### src/rtl/pfs_pkg.sv
package pfs_pkg;
   typedef enum logic [1:0] {
      BR_ABS = 2'd0,
      BR_FWD = 2'd1,
      BR_BWD = 2'd2,
      BR_ALT = 2'd3
   } br_kind_e;
endpackage

### src/rtl/pfs_branch_resolve.sv
module pfs_branch_resolve
   import pfs_pkg::*;
#(
   parameter int AW      = 16,
   parameter int DEPTH   = 32,
   parameter int FWD_WIN = 9,
   parameter int BWD_WIN = 11
) (
   input  logic [1:0]    kind,
   input  logic [AW-1:0] operand,
   input  logic [AW-1:0] pc,
   input  logic [AW-1:0] base,
   input  logic [AW-1:0] req_end,
   output logic [AW-1:0] target,
   output logic          in_stack
);
   localparam logic [AW-1:0] DEPTH_A = AW'(DEPTH);
   localparam logic [AW-1:0] FWD_A   = AW'(FWD_WIN);
   localparam logic [AW-1:0] BWD_A   = AW'(BWD_WIN);

   logic [AW-1:0] fwd_t;
   logic [AW-1:0] bwd_t;
   logic [AW-1:0] d_base;
   logic [AW-1:0] d_floor;
   logic          bwd_ok;

   always_comb begin
      fwd_t   = pc + operand;
      bwd_t   = pc - operand;
      d_base  = bwd_t - base;
      d_floor = bwd_t - (req_end - DEPTH_A);
      bwd_ok  = (operand <= BWD_A) && !d_base[AW-1] && !d_floor[AW-1];
      case (br_kind_e'(kind))
         BR_FWD: begin
            target   = fwd_t;
            in_stack = (operand <= FWD_A);
         end
         BR_BWD: begin
            target   = bwd_t;
            in_stack = bwd_ok;
         end
         default: begin
            target   = operand;
            in_stack = 1'b0;
         end
      endcase
   end
endmodule

### src/rtl/pfs_fetch_ctl.sv
module pfs_fetch_ctl #(
   parameter int AW         = 16,
   parameter int BURST      = 4,
   parameter int LOOKAHEAD  = 20,
   parameter int CW         = 8,
   parameter int RESET_BASE = 0
) (
   input  logic          clk,
   input  logic          rst_n,
   input  logic          flush,
   input  logic [AW-1:0] flush_base,
   input  logic [AW-1:0] pc,
   input  logic          req_ready,
   input  logic          rsp_valid,
   output logic          req_valid,
   output logic [AW-1:0] req_addr,
   output logic          wr_en
);
   localparam logic [AW-1:0] BURST_A = AW'(BURST);
   localparam logic [AW-1:0] LA_A    = AW'(LOOKAHEAD);
   localparam logic [CW-1:0] BURST_C = CW'(BURST);

   logic [AW-1:0] req_end;
   logic [AW-1:0] gap;
   logic [CW-1:0] pend, pend_nx, drop;
   logic          req_fire;

   always_comb begin
      gap       = req_end + BURST_A - pc;
      req_valid = (drop == '0) && (gap[AW-1] || (gap <= LA_A));
      req_fire  = req_valid && req_ready;
      pend_nx   = pend + (req_fire ? BURST_C : '0) - CW'(rsp_valid);
      wr_en     = rsp_valid && (drop == '0) && !flush;
   end

   assign req_addr = req_end;

   always_ff @(posedge clk or negedge rst_n) begin
      if (!rst_n) begin
         req_end <= AW'(RESET_BASE);
         pend    <= '0;
         drop    <= '0;
      end else begin
         pend <= pend_nx;
         if (flush) begin
            req_end <= flush_base;
            drop    <= pend_nx;
         end else begin
            if (req_fire) req_end <= req_end + BURST_A;
            if (rsp_valid && (drop != '0)) drop <= drop - CW'(1);
         end
      end
   end
endmodule

### src/rtl/pfs_bank_store.sv
module pfs_bank_store #(
   parameter int DW    = 16,
   parameter int DEPTH = 32,
   parameter int NBANK = 2
) (
   input  logic                     clk,
   input  logic                     wr_en,
   input  logic [$clog2(DEPTH)-1:0] wr_slot,
   input  logic [DW-1:0]            wr_data,
   input  logic [$clog2(DEPTH)-1:0] rd_slot,
   output logic [DW-1:0]            rd_data
);
   localparam int SW   = $clog2(DEPTH);
   localparam int BB   = $clog2(NBANK);
   localparam int ROWS = DEPTH / NBANK;

   logic [DW-1:0] bank_q [NBANK];

   for (genvar b = 0; b < NBANK; b++) begin : g_bank
      logic [DW-1:0] row [ROWS];
      always_ff @(posedge clk) begin
         if (wr_en && (wr_slot[BB-1:0] == BB'(b)))
            row[wr_slot[SW-1:BB]] <= wr_data;
      end
      assign bank_q[b] = row[rd_slot[SW-1:BB]];
   end

   assign rd_data = bank_q[rd_slot[BB-1:0]];
endmodule

### src/rtl/pfs_prefetch_stack.sv
module pfs_prefetch_stack
   import pfs_pkg::*;
#(
   parameter int AW        = 16,
   parameter int DW        = 16,
   parameter int DEPTH     = 32,
   parameter int NBANK     = 2,
   parameter int BURST     = 4,
   parameter int FWD_WIN   = 9,
   parameter int BWD_WIN   = 11,
   parameter int LOOKAHEAD = 20,
   parameter int RESET_PC  = 0,
   parameter int CW        = 8
) (
   input  logic          clk,
   input  logic          rst_n,
   output logic          req_valid,
   input  logic          req_ready,
   output logic [AW-1:0] req_addr,
   input  logic          rsp_valid,
   input  logic [DW-1:0] rsp_data,
   input  logic          br_valid,
   input  logic [1:0]    br_kind,
   input  logic [AW-1:0] br_operand,
   input  logic          stall,
   output logic          issue_valid,
   output logic [AW-1:0] issue_addr,
   output logic [DW-1:0] issue_parcel
);
   localparam int SW = $clog2(DEPTH);
   localparam int OW = SW + 1;
   localparam logic [AW-1:0] ALIGN    = ~AW'(BURST - 1);
   localparam logic [AW-1:0] RST_PC   = AW'(RESET_PC);
   localparam logic [AW-1:0] RST_BASE = RST_PC & ALIGN;
   localparam logic [OW-1:0] FULL     = OW'(DEPTH);

   if ((1 << SW) != DEPTH) begin : g_bad_depth
      $error("DEPTH must be a power of two");
   end
   if (((BURST & (BURST - 1)) != 0) || (DEPTH % BURST != 0)) begin : g_bad_burst
      $error("BURST must be a power of two dividing DEPTH");
   end
   if ((NBANK < 2) || ((NBANK & (NBANK - 1)) != 0) || (DEPTH % NBANK != 0)) begin : g_bad_bank
      $error("NBANK must be a power of two of at least 2 dividing DEPTH");
   end
   if ((LOOKAHEAD >= DEPTH) || (BWD_WIN >= DEPTH) || (LOOKAHEAD < BURST)) begin : g_bad_window
      $error("LOOKAHEAD and BWD_WIN must fit inside DEPTH");
   end

   logic [AW-1:0] pc, base, wend;
   logic [OW-1:0] occ;
   logic [AW-1:0] lo, rel, rd_off, wr_off;
   logic [AW-1:0] target, flush_base;
   logic          in_stack, fire, flush, wr_en;

   always_comb begin
      lo          = wend - AW'(occ);
      rel         = pc - lo;
      issue_valid = (rel < AW'(occ));
      rd_off      = pc - base;
      wr_off      = wend - base;
      fire        = issue_valid && !stall;
      flush       = fire && br_valid && !in_stack;
      flush_base  = target & ALIGN;
   end

   assign issue_addr = pc;

   pfs_branch_resolve #(
      .AW(AW), .DEPTH(DEPTH), .FWD_WIN(FWD_WIN), .BWD_WIN(BWD_WIN)
   ) i_resolve (
      .kind    (br_kind),
      .operand (br_operand),
      .pc      (pc),
      .base    (base),
      .req_end (req_addr),
      .target  (target),
      .in_stack(in_stack)
   );

   pfs_fetch_ctl #(
      .AW(AW), .BURST(BURST), .LOOKAHEAD(LOOKAHEAD), .CW(CW),
      .RESET_BASE(int'(RST_BASE))
   ) i_fetch (
      .clk       (clk),
      .rst_n     (rst_n),
      .flush     (flush),
      .flush_base(flush_base),
      .pc        (pc),
      .req_ready (req_ready),
      .rsp_valid (rsp_valid),
      .req_valid (req_valid),
      .req_addr  (req_addr),
      .wr_en     (wr_en)
   );

   pfs_bank_store #(
      .DW(DW), .DEPTH(DEPTH), .NBANK(NBANK)
   ) i_store (
      .clk    (clk),
      .wr_en  (wr_en),
      .wr_slot(wr_off[SW-1:0]),
      .wr_data(rsp_data),
      .rd_slot(rd_off[SW-1:0]),
      .rd_data(issue_parcel)
   );

   always_ff @(posedge clk or negedge rst_n) begin
      if (!rst_n) begin
         pc   <= RST_PC;
         base <= RST_BASE;
         wend <= RST_BASE;
         occ  <= '0;
      end else if (flush) begin
         pc   <= target;
         base <= flush_base;
         wend <= flush_base;
         occ  <= '0;
      end else begin
         if (wr_en) begin
            wend <= wend + AW'(1);
            if (occ != FULL) occ <= occ + OW'(1);
         end
         if (fire) pc <= br_valid ? target : pc + AW'(1);
      end
   end
endmodule

### config.mk
export PLATFORM = sky130hd
export DESIGN_NAME = pfs_prefetch_stack
export DESIGN_NICKNAME = d
export VERILOG_FILES = /design/src/rtl/pfs_pkg.sv /design/src/rtl/pfs_branch_resolve.sv /design/src/rtl/pfs_fetch_ctl.sv /design/src/rtl/pfs_bank_store.sv /design/src/rtl/pfs_prefetch_stack.sv
export SDC_FILE = /design/constraint.sdc
export NUM_CORES = 1
export LEC_CHECK = 0
export BUFFER_PORTS_ARGS = -buffer_cell sky130_fd_sc_hd__buf_2
export CAP_MARGIN = 20
export CORE_UTILIZATION = 63
export DETAILED_ROUTE_END_ITERATION = 8
export GPL_ROUTABILITY_DRIVEN = 0
export PLACE_DENSITY_LB_ADDON = 0.1
export SYNTH_ARGS = -nofsm -noshare
export SYNTH_HDL_FRONTEND = slang
export SYNTH_SLANG_ARGS = --single-unit
### constraint.sdc
create_clock -name clk -period 10.4 [get_ports clk]
set_clock_uncertainty 0.1 [all_clocks]
set_input_delay 2.08 -clock clk [delete_from_list [all_inputs] [get_ports clk]]
set_output_delay 2.08 -clock clk [all_outputs]
set_load 0.1 [all_outputs]
==> results of run 1 <==
[cell usage after synthesis (16+ instances only)]
master	number	area (µm²)
nand3_1	30	150
mux4_2	160	3600
nor2_1	125	469
nor2b_1	17	106
xor2_1	19	166
inv_1	135	507
xnor2_1	83	727
a21oi_1	73	365
dfrtp_1	82	2050
edfxtp_1	512	15400
ha_1	131	1640
mux2i_1	22	220
o21ai_0	33	165
nand2_1	106	398
and3_1	19	119
nor4_1	16	100
a21o_1	16	120
nor3_1	30	150
clkbuf_1	55	206
[state kept, by name, indices dropped and copies added, names as in the netlist]
signal	flops
wend	16
i_fetch.req_addr	14
occ	6
issue_addr	16
i_store.g_bank.row	512
i_fetch.pend	8
i_fetch.drop	8
base	14
[power by group]
| part | internal (µW) | leakage (µW) | switching (µW) |
|---|---|---|---|
| registers | 2630 | 0.00556 | 33.2 |
| logic | 160 | 0.00534 | 266 |
| clock network | 1220 | 0.000913 | 909 |
| total | 4000 | 0.0118 | 1210 |
[stage by stage]
stage                     power [µW]  cells  worst slack, ns
after CTS                       5230   2696             2.04
after global placement          3110   2594             1.66
final                           5210   2697             1.98
after detailed placement        3130   2594             1.45
after global routing            5370   2697             1.65
after floorplan                 2980   1940             1.75
[routing by layer]
| layer | GRT usage, % | part of all wire, % | vias up |
|---|---|---|---|
| met5 | 0 | 0 | - |
| met4 | 13.2 | 4.3 | 0 |
| met3 | 6.41 | 9.6 | 176 |
| met2 | 50.2 | 47 | 967 |
| met1 | 43.6 | 39 | 8849 |
| li1 | - | - | 7687 |
[kinds of logic (layout without fill, tap and decap cells)]
family,after synthesis,count (layout)
flops,594,594
fa+ha+maj,142,142
buf+inv,219,375
xor+xnor,103,103
mux,198,198
simple gates,420,420
compound gates,262,262
other cells,1,3
[critical path, delay by kind of cell]
family | cells | cell delay (ns)
adders and majority gates | 4 | 1.21
AOI/OAI and AO/OA | 8 | 2.64
xor gates and xnor gates | 1 | 0.26
muxes | 1 | 0.13
buffers and inverters | 4 | 1.45
and+or+nand+nor | 5 | 0.82
[path summary, 6_finish.rpt]
path	start	endpoint	slack [ns]	cells after the start
max	br_operand[0]	i_store.g_bank[1].row[11][12]	1.98	23
min	base[14]	base[14]	0.40	2
max reg2reg	issue_addr[1]	i_store.g_bank[1].row[11][12]	2.56	22
min reg2reg	base[14]	base[14]	0.40	2
max in group asynchronous	rst_n	issue_addr[1]	7.71	2
min in group asynchronous	rst_n	base[11]	1.26	1
[cell type report]
class	count	area [µm²]	area share, %
diodes	1	2.50	0.00780
clock buffers	60	1420	4.41
clock inverters	42	478	1.49
inverters	138	518	1.61
multi-input cells	1127	10700	33.3
flip-flops and latches	594	17400	54.3
well taps	600	751	2.34
repair buffers	135	811	2.53
==> out/qor.csv, run 1 <==
metric;value;unit
die width;216;µm
Clk pin slew, worst setup/hold paths;0.06;ns
CP Launch Type;input port;
Netlist Area Pre-Place;0.0289;mm²
Setup Buffers After CTS;0;
status;finished, final reports clean;
multiplexer share of the synthesized area;13.8;%
commonest non-fill, non-tap cell in the layout;edfxtp_1;
RSZ-0062 raised after global routing;no;
Data required, critical path;10.63;ns
vias per std cell;6.56;
Die Area;0.0468;mm²
Starting Density;63.8;%
Mean Syn Cell Area;14.9;µm²
Pleak;0.0118;µW
Worst Tran Pin Value;1.20;ns
Port Buffers;87;
Routed WL;72400;µm
Post-synth EDFFs;512;
Synth Area in Simple Gates;7.07;%
Detailed Place HPWL;47100;µm
gr ovfl total;0;
TritonCTS clock tree;built;
Slew Viols, Final;0;
final setup TNS;0;ns
Die Y;216;µm
fillers;2944;
Synth Instances;1939;
I/O Pins;90;
Final Util;70.7;%
Yosys reg bits;594;
Crit Path Category;input port to register;
clock sink total;594;
share of layout cells above drive strength 1;19.5;%
largest net degree at the start of global routing;110;
cell area after layout;0.0321;mm²
via count of the first global-routing pass;17580;
Tot GR Track Use;31.8;%
clock root cell;clkbuf_16;
antenna violations before repair;2;
Max stage delay on crit path;0.76;ns
final hold vios;0;
worst-path fanout max;58;
Synth Area in Adders;6.43;%
DR pass1 iterations;5;
VDD IR-drop max;0.000171;V
Area growth, synth to finish;10.9;%
Final nets;2234;
Hold WS;0.402;ns
placed cell area;0.0302;mm²
XOR/XNOR share of the synthesized area;3.17;%
largest family of logic cells by synthesized area;multiplexers;
DR WL/cell;26.9;µm
synth warn;0;
PostCTS Resize Cnt;0;
Final Cycle Share;80.9;%
minimum clock period;8.42;ns
max cap viols;0;
Distinct cells, synth;81;
sequential fraction of the synthesis area;60.2;%
Hold/Removal Path Class;register to register;
Post-CTS Hold Buffers;0;
P per Cell Area;162;mW/mm²
kind of end point of the critical path;register;
first-pass GRT wire length;109000;µm
CTS Buf Count;56;
CTS H-Tree Depth;2;
Remaining DRCs;0;
CP Cell Sequence;buf_2 > ha_1 > fa_1 > nor2b_1 > o21ai_0 > a21boi_0 > nor2_1 > o41ai_1 > a31oi_1 > xnor2_1 > ha_1 > ha_1 > a21o_1 > a21o_1 > a21o_1 > or3_1 > nand3_1 > mux2i_1 > a2111oi_4 > buf_4 > buf_4 > nor4_2 > buf_4;
CP max stage cell;o41ai_1;
CTS Buffer Depth;3;
Starting DRT DRC Count;2128;
Fmax;0.119;GHz
Worst EP arrival;8.65;ns
Worst slew margin;19.1;%
number of setup violations in the final report;0;
core area;0.0454;mm²
commonest non-fill, non-tap cells in the layout;512 x edfxtp_1, 160 x mux4_2, 135 x inv_1, 130 x ha_1, 124 x nor2_1;
Synth Area in Compound Gates;6.26;%
dominant register cell in the synthesized netlist;edfxtp_1;
FP Rows;78;
routed vias;17679;
Worst-Skew Late Latency;0.60;ns
Detail Route Antenna Nets;0;
asr flop ratio synth;13.8;%
(Power assumes the default switching activity.)
==> run 2: changes to the inputs <==
Settings changed: CORE_UTILIZATION 63 to 57.
Clock period 10.4 ns to 7.6 ns, I/O delays scaled along.
==> run 2 against run 1 <==
  * Combinational power rose by 33%
  * Clock power rose by 32%
  * Worst setup slack got worse by 1.4 ns
  * Cell count rose by 3.0%
  * Sequential share of layout area fell by 0.77 points
  * Register-to-register slack got worse by 1.3 ns
  * Worst hold slack improved by 0.026 ns
  * Critical path type unchanged
==> out/qor.csv, run 2 (synthesis gave the netlist of run 1 again) <==
metric;value;unit
status;finished, final reports clean;
CTS Buffer Depth;3;
Slew Viols, Final;0;
Post-CTS Hold Buffers;0;
Detailed Place HPWL;48400;µm
Setup Buffers After CTS;0;
largest net degree at the start of global routing;94;
via count of the first global-routing pass;17087;
Remaining DRCs;0;
commonest non-fill, non-tap cells in the layout;512 x edfxtp_1, 160 x mux4_2, 135 x inv_1, 130 x ha_1, 106 x nand2_1;
Hold WS;0.427;ns
Die Y;227;µm
Clk pin slew, worst setup/hold paths;0.06;ns
worst-path fanout max;16;
Pleak;0.0119;µW
final cell count without fillers;2777;
Starting Density;57.8;%
Area growth, synth to finish;12.5;%
DR WL/cell;25.9;µm
max cap viols;0;
CTS Buf Count;58;
Worst-Skew Late Latency;0.63;ns
gr ovfl total;0;
Crit Path Category;input port to register;
flop-to-flop setup slack;1.22;ns
PostCTS Resize Cnt;0;
vias per std cell;6.27;
DR pass1 iterations;5;
share of layout cells above drive strength 1;20.4;%
routed vias;17400;
Buf/Inv on CP;3;
VDD IR-drop max;0.000224;V
CP Launch Type;input port;
clock root cell;clkbuf_16;
Tot Pwr;7010;µW
kind of end point of the critical path;register;
FP Rows;82;
Routed WL;72000;µm
max reg flops;512;
CTS H-Tree Depth;2;
first-pass GRT wire length;107000;µm
Worst path top cell family by delay;compound AO/OA/AOI/OAI gates;
Data required, critical path;7.75;ns
R2R Path Start;issue_addr[1];
Worst slew margin;31.1;%
Final Util;65.0;%
Worst EP arrival;7.16;ns
Starting DRT DRC Count;1601;
minimum clock period;7.01;ns
Placed Instances;2672;
CP Cell Sequence;buf_2 > ha_1 > fa_1 > nor2b_1 > o21ai_0 > a21boi_0 > nor2_1 > o41ai_1 > a31oi_1 > xnor2_1 > ha_1 > ha_1 > a21o_1 > a21o_1 > a21o_1 > or3_1 > a21o_1 > mux2i_1 > buf_4 > a2111oi_4 > nand3b_1 > buf_4 > nor2_2;
core area;0.0501;mm²
Port Buffers;87;
Tot GR Track Use;28.7;%
clock sink total;594;
Fmax;0.143;GHz
Worst Tran Pin Value;1.03;ns
RR Endpoint;i_store.g_bank[0].row[12][7];
Final Cycle Share;92.2;%
Final nets;2242;
die width;227;µm
RSZ-0062 raised after global routing;no;
TritonCTS clock tree;built;
Detail Route Antenna Nets;0;
commonest non-fill, non-tap cell in the layout;edfxtp_1;
P per Cell Area;215;mW/mm²
number of setup violations in the final report;0;
# diodes;0;
Die Area;0.0517;mm²
most used cell, CP;a21o_1;
Max stage delay on crit path;0.79;ns
CP max stage cell;nor2_2;
Hold Crit Endpoint;base[9];
Hold/Removal Path Class;register to register;
Hold Path Depth;2;
final hold vios;0;
I/O Pins;90;
Reg2Reg Depth;22;
antenna violations before repair;0;
HP Start;base[9];
[run 2: cell count changes in the layout (fill, tap and decap cells not counted), moves of 5 or more]
cell and delta:
buf_12 +24, nor2_1 -24, nor2_2 +24, buf_4 -18, clkinv_1 +6, clkbuf_1 +5
[run 2: per-layer routing]
| layer | vias up | track usage, % | routed length [µm] |
|---|---|---|---|
| met1 | 8820 | 39.7 | 29500 |
| met5 | - | 0 | 0 |
| met4 | 0 | 12.6 | 3370 |
| met3 | 154 | 5.20 | 5430 |
| met2 | 701 | 45.0 | 33700 |
| li1 | 7725 | - | - |
[run 2: how the worst max path moves through the flow]
stage                  startpoint                            end  slack [ns]  cells after the start
floorplan           issue_addr[1]    i_store.g_bank[0].row[1][0]       -0.11                     24
global placement    br_operand[0]            i_fetch.req_addr[8]        0.10                     23
detailed placement  br_operand[0]   i_store.g_bank[0].row[12][7]        0.06                     23
CTS                 br_operand[0]   i_store.g_bank[0].row[12][0]        0.69                     23
global route        br_operand[0]  i_store.g_bank[0].row[12][12]        0.28                     24
finish              br_operand[0]   i_store.g_bank[0].row[12][7]        0.59                     23
[run 2: worst register-to-register path: cells and delay by family (launching register included)]
| kind | cells | cell delay [ns] |
|---|---|---|
| muxes | 1 | 0.13 |
| AOI/OAI and AO/OA | 9 | 1.97 |
| DFF | 1 | 0.44 |
| adders and majority gates | 3 | 1.05 |
| and+or+nand+nor | 5 | 1.59 |
| buffers and inverters | 3 | 0.50 |
| xor gates and xnor gates | 1 | 0.25 |
[run 2: area by class of cell]
type / count / area, µm²
clock buffer: 67 / 1490
fill: 3651 / 17500
sequential: 594 / 17400
multi-input combinational: 1127 / 10800
tap: 672 / 841
clock inverter: 38 / 358
timing repair buffer: 141 / 1160
inverter: 138 / 518
[run 2: where the power goes]
part | switching [µW] | internal [µW] | leakage [µW] | total, µW
clock | 1230 | 1570 | 0.000896 | 2800
sequential | 46.5 | 3600 | 0.00556 | 3650
combinational | 346 | 219 | 0.00543 | 565
[run 2: stage by stage]
step / worst slack [ns] / TNS [ns] / area [µm²]
finish: 0.590 / 0 / 32500
global route: 0.284 / 0 / 32500
CTS: 0.686 / 0 / 32500
detailed placement: 0.0570 / 0 / 30700
global placement: 0.104 / 0 / 30700
floorplan: -0.106 / -23.52 / 29000
